File: src/rtl/uop_split_queue.sv
module uop_split_queue #(
  parameter int DEPTH = 16,
  parameter int WIDTH = 32
) (
  input  logic             clk,
  input  logic             rst_n,
  input  logic [1:0]       mode_req,
  input  logic             enq_valid,
  input  logic             enq_tid,
  input  logic [WIDTH-1:0] enq_data,
  input  logic             deq_req,
  input  logic             deq_tid,
  output logic             deq_valid,
  output logic [WIDTH-1:0] deq_data,
  output logic [1:0]       full,
  output logic [1:0]       empty,
  output logic [1:0]       mode,
  output logic             err
);
  localparam int AW = $clog2(DEPTH);
  localparam int HALF = DEPTH / 2;
  localparam logic [1:0] M_SHARED = 2'd0;
  localparam logic [1:0] M_SOLO0  = 2'd1;
  localparam logic [1:0] M_SOLO1  = 2'd2;
  localparam logic [AW:0]   CAP_FULL = AW'(0) + (AW+1)'(DEPTH);
  localparam logic [AW:0]   CAP_HALF = (AW+1)'(HALF);
  localparam logic [AW-1:0] BASE_HI  = AW'(HALF);

  logic [WIDTH-1:0] mem [DEPTH];
  logic [AW-1:0] wp [2];
  logic [AW-1:0] rp [2];
  logic [AW:0]   cnt [2];
  logic [AW:0]   cap [2];
  logic [AW-1:0] base [2];
  logic [AW-1:0] lim [2];
  logic [1:0]    enq_ok, deq_ok;
  logic          switch_ok;

  assign cap[0]  = (mode == M_SHARED) ? CAP_HALF : (mode == M_SOLO0) ? CAP_FULL : '0;
  assign cap[1]  = (mode == M_SHARED) ? CAP_HALF : (mode == M_SOLO1) ? CAP_FULL : '0;
  assign base[0] = '0;
  assign base[1] = (mode == M_SHARED) ? BASE_HI : '0;

  for (genvar t = 0; t < 2; t++) begin : g_thr
    assign lim[t]    = AW'(base[t] + cap[t][AW-1:0] - 1'b1) | ((cap[t] == CAP_FULL) ? '1 : '0);
    assign full[t]   = (cnt[t] == cap[t]);
    assign empty[t]  = (cnt[t] == '0);
    assign enq_ok[t] = enq_valid && (enq_tid == 1'(t)) && !full[t];
    assign deq_ok[t] = deq_req && (deq_tid == 1'(t)) && !empty[t];
  end

  assign switch_ok = (cnt[0] == '0) && (cnt[1] == '0) && !enq_valid &&
                     (mode_req != 2'd3) && (mode_req != mode);
  assign deq_valid = |deq_ok;
  assign deq_data  = mem[rp[deq_tid]];

  always_ff @(posedge clk) begin
    if (enq_ok != 2'b00) mem[wp[enq_tid]] <= enq_data;
  end

  always_ff @(posedge clk) begin
    if (!rst_n) begin
      mode <= M_SHARED;
      err  <= 1'b0;
      wp[0] <= '0; rp[0] <= '0; cnt[0] <= '0;
      wp[1] <= BASE_HI; rp[1] <= BASE_HI; cnt[1] <= '0;
    end else begin
      err <= (enq_valid && full[enq_tid]) || (deq_req && empty[deq_tid]);
      if (switch_ok) begin
        mode  <= mode_req;
        wp[0] <= '0;
        rp[0] <= '0;
        wp[1] <= (mode_req == M_SHARED) ? BASE_HI : '0;
        rp[1] <= (mode_req == M_SHARED) ? BASE_HI : '0;
      end else begin
        for (int t = 0; t < 2; t++) begin
          if (enq_ok[t]) wp[t] <= (wp[t] == lim[t]) ? base[t] : wp[t] + 1'b1;
          if (deq_ok[t]) rp[t] <= (rp[t] == lim[t]) ? base[t] : rp[t] + 1'b1;
          cnt[t] <= cnt[t] + (AW+1)'(enq_ok[t]) - (AW+1)'(deq_ok[t]);
        end
      end
    end
  end

  assert_cap_R3: assert property (@(posedge clk) disable iff (!rst_n)
    (mode == M_SHARED) |-> (cnt[0] <= CAP_HALF && cnt[1] <= CAP_HALF));
  assert_cap_solo_R5: assert property (@(posedge clk) disable iff (!rst_n)
    (cnt[0] <= CAP_FULL && cnt[1] <= CAP_FULL));
  assert_inactive_empty_R6: assert property (@(posedge clk) disable iff (!rst_n)
    ((mode == M_SOLO0) |-> (cnt[1] == '0)) and ((mode == M_SOLO1) |-> (cnt[0] == '0)));
  assert_mode_drained_R7: assert property (@(posedge clk) disable iff (!rst_n)
    !$stable(mode) |-> ($past(empty) == 2'b11 && !$past(enq_valid)));
  assert_mode_legal_R7: assert property (@(posedge clk) disable iff (!rst_n)
    mode != 2'd3);
  assert_err_full_R8: assert property (@(posedge clk) disable iff (!rst_n)
    (enq_valid && full[enq_tid]) |=> err);
  assert_pair_hold_R9: assert property (@(posedge clk) disable iff (!rst_n)
    (enq_ok[0] && deq_ok[0] && !switch_ok) |=> (cnt[0] == $past(cnt[0])));
endmodule

File: config.mk
export PLATFORM = sky130hd
export DESIGN_NAME = uop_split_queue
export DESIGN_NICKNAME = d
export VERILOG_FILES = /design/src/rtl/uop_split_queue.sv
export SDC_FILE = /design/constraint.sdc
export NUM_CORES = 1
export LEC_CHECK = 0
export BUFFER_PORTS_ARGS = -buffer_cell sky130_fd_sc_hd__buf_2
export CAP_MARGIN = 20
export CORE_MARGIN = 3
export CORE_UTILIZATION = 39
export DETAILED_ROUTE_END_ITERATION = 12
export GPL_TIMING_DRIVEN = 0
export SKIP_CTS_REPAIR_TIMING = 1
export SLEW_MARGIN = 10
export SYNTH_ARGS = -nofsm -noshare
export SYNTH_HDL_FRONTEND = slang
export SYNTH_SLANG_ARGS = --single-unit
File: constraint.sdc
create_clock -name clk -period 4.5 [get_ports clk]
set_input_delay 0 -clock clk [delete_from_list [all_inputs] [get_ports clk]]
set_output_delay 0 -clock clk [all_outputs]
set_load 0.02 [all_outputs]
# == After elaboration in Yosys (flattened, before gate mapping) ==
# Memory sizes are Yosys's and may differ from the RTL's.
# Index checks and enable logic that the tools add are counted.
# classes
add_sub_neg,11
mul,0
n_div,0
order_cmp,2
eq_ne,12
shifts,0
muxes,51
bitwise,14
n_reduce_logical,26
# op_table
op,n
2-to-1 mux 4 bit,16
2-to-1 mux 5 bit,6
2-to-1 mux 1 bit,29
adder 4 x 1 -> 4 bit (second input constant),4
equality test 4 bit,4
logical AND 1 bit,14
adder 5 x 1 -> 5 bit,2
equality test 5 bit,2
equality test 5 bit (second input constant),2
logical NOT 5 bit,2
bitwise OR 1 bit,10
subtractor 5 x 1 -> 5 bit,2
bitwise OR 4 bit,2
subtractor 4 x 1 -> 4 bit (second input constant),2
logical NOT 1 bit,5
adder 4 bit,1
logical NOT 2 bit,2
less-than comparator 1 x 2 -> 1 bit (second input constant),2
equality test 2 x 1 -> 1 bit (second input constant),1
equality test 2 bit (second input constant),1
inequality test 2 bit,1
inequality test 2 bit (second input constant),1
NOT 1 bit,2
nonzero test 2 bit,1
2 further kinds,2
# word_totals
ff_bits,3
latchBits,0
mem_bits_rw,538
mem_bits_ro,0
word_cells,122
memories,4
# mem_list
name,words,width,rd,rd_clocked_by_memory_dff,wr,line_no,source
mem,16,32,1,0,1,29,logic [WIDTH-1:0] mem [DEPTH];
cnt,2,5,2,0,2,32,logic [AW:0] cnt [2];
rp,2,4,3,0,2,31,logic [AW-1:0] rp [2];
wp,2,4,3,0,2,30,logic [AW-1:0] wp [2];

# == Depth between registers and ports, before layout ==
# Gate-level depths: netlist (run 1).
# logic_depth
ltp_word,11
mapped_depth,15
mapped_depth_nobuf,15

# == Worst setup path before layout (run 1) ==
# No wires, ideal clock.
# synth_path
path_kind,register to register
from,reg mode[1]
to,mem mem[5][0] (enable)
setup_time_ps,502
arrival_ps,4424
slack_ps,-426
path_stages_with_launch,8
n_path_buf,2
synth_period_minus_slack_ps,4926
cell_sequence,dfxtp_1 > clkbuf_1 > nor2b_1 > o21bai_1 > a21o_1 > nand2_1 > buf_2 > nor4bb_1
# synth_via
elab_chain_cells,9
elab_cells_between_ends,16
cone_classes,4 x eq/ne; 6 x mux; 6 x reduce/logical
# synth_rtl
element,line_no,source
from (decl),17,"output logic [1:0] mode,"
from (signal assigned),70,mode <= mode_req;
equality test 2 x 1 -> 1 bit or equality test 2 bit (tied branches),"39, 40",
2-to-1 mux 5 bit (on tied branches) (2 in series),"39, 40",
equality test 5 bit,46,assign full[t] = (cnt[t] == cap[t]);
logical NOT 1 bit,48,assign enq_ok[t] = enq_valid && (enq_tid == 1'(t)) && !full[t];
logical AND 1 bit,48,
nonzero test 2 bit *,58,if (enq_ok != 2'b00) mem[wp[enq_tid]] <= enq_data;
2-to-1 mux 1 bit *,58,
2-to-1 mux 1 bit (implied by the code) *,58,
to (decl),29,
# Every way passes the cells marked *; elsewhere a longest branch is shown, timed or not.

==> results of run 1 <==
==> worst max-delay path: stages, from the launching register on <==
cell      delay, ps
edfxtp_1        440
mux2i_1         530
clkbuf_1        460
buf_2           440
mux2i_1         280
o22ai_1         120
or4_1           670
buf_2           220
==> worst max-delay path by stage <==
stage / start / end / slack, ps / cells after the start
final: rp[1][1] / deq_data[0] / 740 / 7
after global routing: rp[1][1] / deq_data[0] / 590 / 7
after global placement: mode[1] / mem[4][13] / -4410 / 6
after detailed placement: cnt[0][8] / cnt[0][9] / 1250 / 14
after floorplan: mode[1] / mem[5][0] / -430 / 7
after CTS: rp[1][1] / deq_data[0] / 660 / 7
==> where the power goes <==
part / switching [W] / leakage [nW] / internal (W)
Sequential: 0.000103 / 4.92 / 0.00582
Clock: 0.00182 / 0.780 / 0.00233
Combinational: 0.00169 / 3.79 / 0.000988
==> logic make-up after synthesis <==
kind of cell             count (synthesis)
AO/OA/AOI/OAI                          176
XOR/XNOR                                14
AND/OR/NAND/NOR                        149
buffers and inverters                   91
multiplexers                           259
flip-flops                             541
adder cells (fa/ha/maj)                 18
==> final cells by class <==
cell class / count / area share
Tap cell: 696 / 0.0343
Timing Repair Buffer: 141 / 0.0469
Inverter: 28 / 0.00414
Buffer: 63 / 0.0118
Clock inverter: 21 / 0.00696
Multi-Input combinational cell: 616 / 0.200
Sequential cell: 541 / 0.639
Clock buffer: 75 / 0.0564
==> Yosys cell counts (3+ instances only) <==
| cell type | instances |
|---|---|
| a21o_1 | 4 |
| a21oi_1 | 10 |
| a22o_1 | 3 |
| a32o_1 | 3 |
| and3_1 | 7 |
| buf_1 | 4 |
| buf_2 | 39 |
| buf_4 | 4 |
| clkbuf_1 | 16 |
| dfxtp_1 | 3 |
| edfxtp_1 | 538 |
| ha_1 | 16 |
| inv_1 | 28 |
| mux2i_1 | 258 |
| nand2_1 | 25 |
| nand2b_1 | 5 |
| nand3_1 | 22 |
| nor2_1 | 33 |
| nor2b_1 | 4 |
| nor3_1 | 3 |
| nor3b_1 | 3 |
| nor4bb_1 | 3 |
| o21ai_0 | 5 |
| o21bai_1 | 4 |
| o22ai_1 | 130 |
| o32ai_1 | 5 |
| or4_1 | 32 |
| xnor2_1 | 11 |
| xor2_1 | 3 |
==> state kept, by name, indices dropped and copies added (netlist names) <==
signal and count:
wp 8, cnt 10, err 1, mode 2, rp 8, mem 512
==> layer usage <==
layer  global-route usage  share of wire
met5                    0        0.00025
met4               0.0498          0.020
met3               0.0323          0.053
met2                0.296           0.49
met1                0.241           0.44
==> metrics by stage <==
stage	cell area (um^2)	setup slack [ps]	TNS, ps
global route	25400	594	0
CTS	25000	663	0
floorplan	21600	-426	-34770
detailed placement	23400	1250	0
global placement	22800	-4410	-591370
finish	25400	737	0
==> metrics, run 1 <==
Mapped Nets 1306; Detail Placement HPWL 33.2 mm; total power 0.0128 W; area grow syn2layout 17.7%; final setup fails 0; mux share of post-synthesis cell area 0.120; GP Congestion 0.804; core area 0.0542 mm^2; crit path max fanout 10; arrival time at the worst endpoint 3760 ps; WL/cell 23.7 um; global route total overflow 0; PD cells 503 mW/mm^2; most common cell after layout, fill and taps aside edfxtp_1; TritonCTS clock tree built; largest net degree at the start of global routing 21; crit start category flop; #FFs+latches synth 541; Cells after Synth 1248; largest family of logic cells by synthesized area multiplexers; most frequent cells in the layout 538 x edfxtp_1, 258 x mux2i_1, 130 x o22ai_1, 118 x buf_2, 54 x clkbuf_16; Max Root-Sink Buffers 3; Die W 241 um; worst setup slack for register-to-register paths 1250 ps; simple-gate share of the synthesized area 0.0385; Worst Tran Pin Value 1070 ps; cells on worst reg2reg path 14; TritonRoute pass-1 iters 5; Highest Clock Rate 0.266 GHz; antenna violations before repair 1; hold path endpoint rp[1][1]; Residual DRC 0; RSZ-0062 raised after global routing false; top cells by area, synth edfxtp_1 75%, mux2i_1 12%, o22ai_1 3.8%, or4_1 1.1%, ha_1 0.93%; TritonCTS Buffers 54; remaining antenna violation count 0; worst min-delay path class primary input to flop; Mean Syn Cell Area 17.3 um^2; worst-skew pair later-pin latency 600 ps; Worst-path clk slew 60 ps; Yosys warning total 0; Global Route Usage Sum 0.178; area of the multi-input gates 0.00508 mm^2; Final nets 1503; final worst path period need 3760 ps; Starting DRT DRC Count 1047; final WL 51.8 mm; Final Max Tran Viols 0; CP required 4500 ps; post-synthesis sequential area ratio 0.752; compound-gate portion of the synthesized area 0.0532; Distinct cells, synth 47; post-DR vias/cell 5.42; Non-Filler Instances 2181; cell taking the most area after synthesis edfxtp_1; Fin Clk Skew 25.6 ps; Primary FF master, synth edfxtp_1; R2R Path Start cnt[0][8]; Worst Hold Slack 219 ps; WS Path Type flop to output port; number of synthesized flops with an enable pin 538; RR Endpoint cnt[0][9]; xor and xnor area share after synthesis 0.00569; io pins 80; Die ar. 0.0581 mm^2; final hold viol count 0; ys async rst share 0; number of global-route vias before repair 11.9k; die height 241 um; Post-Syn Area 0.0216 mm^2; vias 11.8k; global-route wire length before repair 75.5 mm; # fillers 4653; hold_sp deq_tid; layout cell share with drive strength beyond 1 0.156; headroom to the max-slew limit 0.287; Final Cycle Share 0.836; CTS root buffer clkbuf_16; FP Rows 85; placed instance count 2046; # clock sinks 541; IO buf count 79; Min-Delay Path Depth 4; diodes inserted 0; status completed; Max H-tree Level 2; Final Util 0.468; max-capacitance violation count 0; post-synthesis adder-cell area fraction 0.0111; worst vdd ir 0.263 mV; Yosys top cell area share 0.749; critical path capture point type output port; initial core utilization 0.397; Sequential cell area 0.0162 mm^2; LEAKAGE 9.50 nW
Note: power is estimated with default switching activity, not from simulation.
==> inputs of run 2 (changes only) <==
- clock period: 4.5 -> 3.4 ns (I/O delays scaled with it)
==> run 2 against run 1 <==
Against the previous run: setup slack got worse by 640 ps; critical endpoint unchanged; first-iteration DRC count did not move; register-to-register slack got worse by 1100 ps; largest power group unchanged; highest routed layer is now met4.
==> metrics, run 2 (synthesized netlist as in run 1, its figures left out) <==
hold_sp enq_tid; IO buf count 79 (unchanged); WL/cell 23.6 um (-0.66%); Worst Tran Pin Value 833 ps (-236 ps); Final Cycle Share 0.971; Final Max Tran Viols 0 (unchanged); FP Rows 85 (unchanged); worst-skew pair later-pin latency 610 ps (about the same); Design Area, Final 0.0257 mm^2 (+1.4%); critical path capture point type output port; RR Endpoint cnt[0][9]; cells on worst reg2reg path 14 (unchanged); # fillers 4594 (-1.3%); # clock sinks 541 (unchanged); Global Route Usage Sum 0.177 (-0.000932); Final Util 0.474 (+0.00641); initial core utilization 0.397 (unchanged); vias 11.8k (+0.24%); total power 0.0173 W (+36%); crit path max fanout 10 (unchanged); post-DR vias/cell 5.41 (-0.13%); io pins 80 (unchanged); TritonRoute pass-1 iters 5 (unchanged); R2R Path Start cnt[0][8]; worst vdd ir 0.339 mV (+29%); GP Congestion 0.794 (-1.3%); LEAKAGE 9.68 nW (+1.9%); core area 0.0542 mm^2 (unchanged); TritonCTS clock tree built; antenna violations before repair 1 (unchanged); crit start category flop; Die ar. 0.0581 mm^2 (unchanged); Max Root-Sink Buffers 3 (unchanged); arrival time at the worst endpoint 3300 ps (-460 ps); die height 241 um (unchanged); Worst-path clk slew 60 ps (about the same); hold path endpoint wp[1][3]; headroom to the max-slew limit 0.445 (+0.157); final hold viol count 0 (unchanged); Final nets 1506 (+0.20%); CTS root buffer clkbuf_16; global route total overflow 0 (unchanged); area of the multi-input gates 0.00509 mm^2 (+0.25%); worst min-delay path class primary input to flop; Largest register FFs 512 (unchanged); Min-Delay Path Depth 5 (+1); final worst path period need 3300 ps; layout cell share with drive strength beyond 1 0.172 (+0.0154); final setup fails 0 (unchanged); max-capacitance violation count 0 (unchanged); Highest Clock Rate 0.303 GHz; Residual DRC 0 (unchanged); remaining antenna violation count 0 (unchanged); PD cells 673 mW/mm^2 (+34%); Place WS 136 ps (-1110 ps); CP required 3400 ps (-1100 ps); number of global-route vias before repair 11.7k (-1.4%); Fin Clk Skew 20.2 ps (-5.39 ps); global-route wire length before repair 75.1 mm (-0.63%); area grow syn2layout 19.3%; placed cell areas 0.0235 mm^2 (+0.55%); Detail Placement HPWL 33.4 mm (+0.52%); status completed; final WL 51.6 mm (-0.30%); Max H-tree Level 2 (unchanged); worst setup slack for register-to-register paths 150 ps (-1100 ps); TritonCTS Buffers 53 (-1.9%); Starting DRT DRC Count 1047 (unchanged); Die W 241 um (unchanged); WS Path Type flop to output port; worst setup margin 99.0 ps (-638 ps); most frequent cells in the layout 538 x edfxtp_1, 257 x mux2i_1, 130 x o22ai_1, 103 x buf_2, 53 x clkbuf_16; Sequential cell area 0.0162 mm^2 (unchanged); largest net degree at the start of global routing 19 (-9.5%); most common cell after layout, fill and taps aside edfxtp_1
-- run 2: worst max path at each step --
stage                   from  slack, ps  cells past startpoint           to
floorplan            mode[1]       -310                      7    mem[5][0]
global placement     mode[1]      -2700                      7   mem[5][13]
detailed placement   mode[1]        140                     10   mem[0][16]
CTS                 rp[1][1]       -380                      7  deq_data[0]
global route        rp[1][2]         -5                      8  deq_data[5]
finish              rp[1][1]        100                      7  deq_data[0]
-- run 2: critical path, stage by stage (launching register included) --
cell and delay (ps):
edfxtp_1 470, mux2i_4 310, buf_2 380, clkbuf_4 400, mux2i_1 230, o22ai_1 100, or4_1 580, buf_2 220
-- run 2: power by group --
part	switching [W]	internal (W)
clock network	0.00248	0.00341
logic	0.00224	0.00135
registers	0.000140	0.00769
-- run 2: through the flow --
stage / hold WS (ps) / TNS, ps / instances
finish: 201 / 0 / 2189
global route: 235 / -4.51 / 2189
CTS: -386 / -9930 / 2148
detailed placement: 252 / 0 / 2049
global placement: 249 / -874540 / 2023
floorplan: 98.9 / -24030 / 1248
-- run 2: area by class of cell --
| class | count | share of cell area |
|---|---|---|
| plain buffers | 63 | 0.0135 |
| diodes | 1 | 0.0000973 |
| flip-flops and latches | 541 | 0.631 |
| well taps | 696 | 0.0339 |
| repair buffers | 145 | 0.0516 |
| clock inverters | 38 | 0.0155 |
| clock buffers | 61 | 0.0527 |
| multi-input cells | 616 | 0.198 |
| inverters | 28 | 0.00409 |
-- run 2: per-layer routing --
layer  track usage  routed length, um  up-vias
met5             0                  0        -
li1              -                  -     5423
met1         0.239              22700     6048
met3        0.0320               2480       76
met4        0.0402                943        0
met2         0.299              25500      299
==> inputs of run 3 (changes only) <==
- CORE_UTILIZATION: 39 -> 45
- GPL_ROUTABILITY_DRIVEN: unset -> 0
==> run 3 against run 2 <==
Against the previous run: sequential share of layout area increased by 0.58 points; first-iteration DRC count increased by 3.0%; combinational power about the same; die area decreased by 13%; largest cell class unchanged; clock skew decreased by 5.4 ps; count of clock-buffer cells in the layout increased by 11; setup slack improved by 73 ps; cell count decreased by 4.4%; flip-flop and latch count unchanged; clock power increased by 2%.
==> metrics, run 3 (synthesized netlist as in run 1, its figures left out) <==
worst-skew pair later-pin latency 590 ps (-20 ps); critical path capture point type output port; Int Power 0.0126 W (+1.2%); Switching Share 0.275 (-0.00600); area grow syn2layout 18.2%; TritonRoute pass-1 iters 5 (unchanged); Global Route Usage Sum 0.201 (+0.0241); max-capacitance violation count 0 (unchanged); Fin Clk Skew 14.7 ps (-5.44 ps); final WL 50.7 mm (-1.7%); Max Root-Sink Buffers 3 (unchanged); placed instance count 1956 (-4.5%); WS Path Type flop to output port; worst vdd ir 0.495 mV (+46%); # clock sinks 541 (unchanged); Die W 225 um (-6.7%); status completed; Net Sw Power 0.00478 W (-1.7%); arrival time at the worst endpoint 3230 ps (-70 ps); remaining antenna violation count 0 (unchanged); Top Usage Layer GRT met2; TritonCTS clock tree built; GRT met1 Usage 0.288 (+0.0488); largest net degree at the start of global routing 21 (+2); crit start category flop; diodes inserted 0 (-1); final setup fails 0 (unchanged); WL/cell 24.2 um (+2.8%); crit-path max cell delay 590 ps (about the same); vias 11.8k (-0.051%); buffers and inverters on the worst path 3 (unchanged); CTS root buffer clkbuf_16; final hold viol count 0 (unchanged); global-route wire length before repair 74.6 mm (-0.63%); io pins 80 (unchanged); RSZ-0062 raised after global routing false; die height 225 um (-6.7%); worst min-delay path class primary input to flop; Worst-path clk slew 60 ps (about the same); core area 0.0470 mm^2 (-13%); Non-Filler Instances 2093 (-4.4%); slowest stage cell on the critical path or4_1; Comb pwr share 0.205 (-0.002); CP required 3400 ps (about the same); Detail Placement HPWL 31.9 mm (-4.5%); TritonCTS Buffers 55 (+3.8%); post-DR vias/cell 5.66 (+4.5%); largest delay contributor family on the critical path buffers and inverters; Worst Tran Pin Value 891 ps (+57.7 ps); placed cell areas 0.0232 mm^2 (-1.0%); crit path max fanout 10 (unchanged); IO buf count 79 (unchanged); number of global-route vias before repair 11.8k (+0.55%); # fillers 3665 (-20%); headroom to the max-slew limit 0.405 (-0.0394); Final nets 1504 (-0.13%); PD cells 682 mW/mm^2 (+1.3%); Highest Clock Rate 0.310 GHz (+2.3%); Final Cycle Share 0.949 (-0.0215); global route total overflow 0 (unchanged); CP most frequent cell buf_2; met2 Use GR 0.319 (+0.0194); antenna violations before repair 1 (unchanged); crit path cell chain mux2i_4 -> clkbuf_2 -> buf_2 -> mux2i_1 -> o22ai_1 -> or4_1 -> buf_2; layout cell share with drive strength beyond 1 0.166 (-0.00604); final worst path period need 3230 ps (-73.0 ps); initial core utilization 0.459 (+0.0617); most frequent cells in the layout 538 x edfxtp_1, 257 x mux2i_1, 130 x o22ai_1, 103 x buf_2, 55 x clkbuf_16; Die ar. 0.0506 mm^2 (-13%); M3 GR Usage 0.0300 (-0.00198); Residual DRC 0 (unchanged); Starting DRT DRC Count 1078 (+3.0%); total power 0.0174 W (+0.41%); Reg power frac 0.451 (-0.002); Design Area, Final 0.0255 mm^2 (-0.92%); LEAKAGE 9.61 nW (-0.64%); clock network power share 0.344 (+0.004); FP Rows 79 (-7.1%); Largest register FFs 512 (unchanged); Max H-tree Level 2 (unchanged); Final Max Tran Viols 0 (unchanged); most common cell after layout, fill and taps aside edfxtp_1
[run 3: final timing paths]
check / start / endpoint / slack [ps] / depth (start not counted)
max: rp[1][1] / deq_data[30] / 170 / 7
min: deq_tid / rp[1][2] / 230 / 4
max reg2reg: cnt[0][8] / cnt[0][9] / 200 / 14
min reg2reg: rp[0][0] / rp[0][0] / 670 / 1
[run 3: area by class of cell]
class	count	area, um^2	area share
inverters	28	105	0.00413
flip-flops and latches	541	16200	0.636
plain buffers	63	345	0.0136
multi-input cells	616	5090	0.200
clock inverters	25	327	0.0128
clock buffers	72	1440	0.0565
repair buffers	141	1190	0.0468
well taps	607	759	0.0298
[run 3: worst reg2reg max path, delay by kind of cell (launching register included)]
kind / cells / cell delay [ps]
flip-flops: 1 / 450
adder cells (fa/ha/maj): 4 / 1070
AO/OA/AOI/OAI: 1 / 170
buffers and inverters: 3 / 280
AND/OR/NAND/NOR: 5 / 870
XOR/XNOR: 1 / 130
[run 3: power by group through the flow]
stage / clock network (W) / logic [W] / registers, W
floorplan: 0 / 0.00227 / 0.00795
global placement: 0 / 0.00338 / 0.00798
detailed placement: 0 / 0.00352 / 0.00797
CTS: 0.00608 / 0.00354 / 0.00783
global route: 0.00634 / 0.00386 / 0.00786
finish: 0.00599 / 0.00356 / 0.00783
[run 3: metrics by stage]
step | setup WS (ps) | util | hold slack [ps] | setup TNS (ps)
final | 172 | 0.543 | 226 | 0
after global routing | 10.7 | 0.543 | 265 | 0
after CTS | -317 | 0.533 | -374 | -8000
after detailed placement | 154 | 0.495 | 257 | 0
after global placement | -2620 | 0.484 | 249 | -882470
after floorplan | -307 | - | 98.9 | -24030
[run 3: layer usage]
layer,wire length [um],vias to the layer above
met5,13,-
met4,1270,2
met3,2910,79
met2,23800,337
met1,22800,6021
li1,-,5401
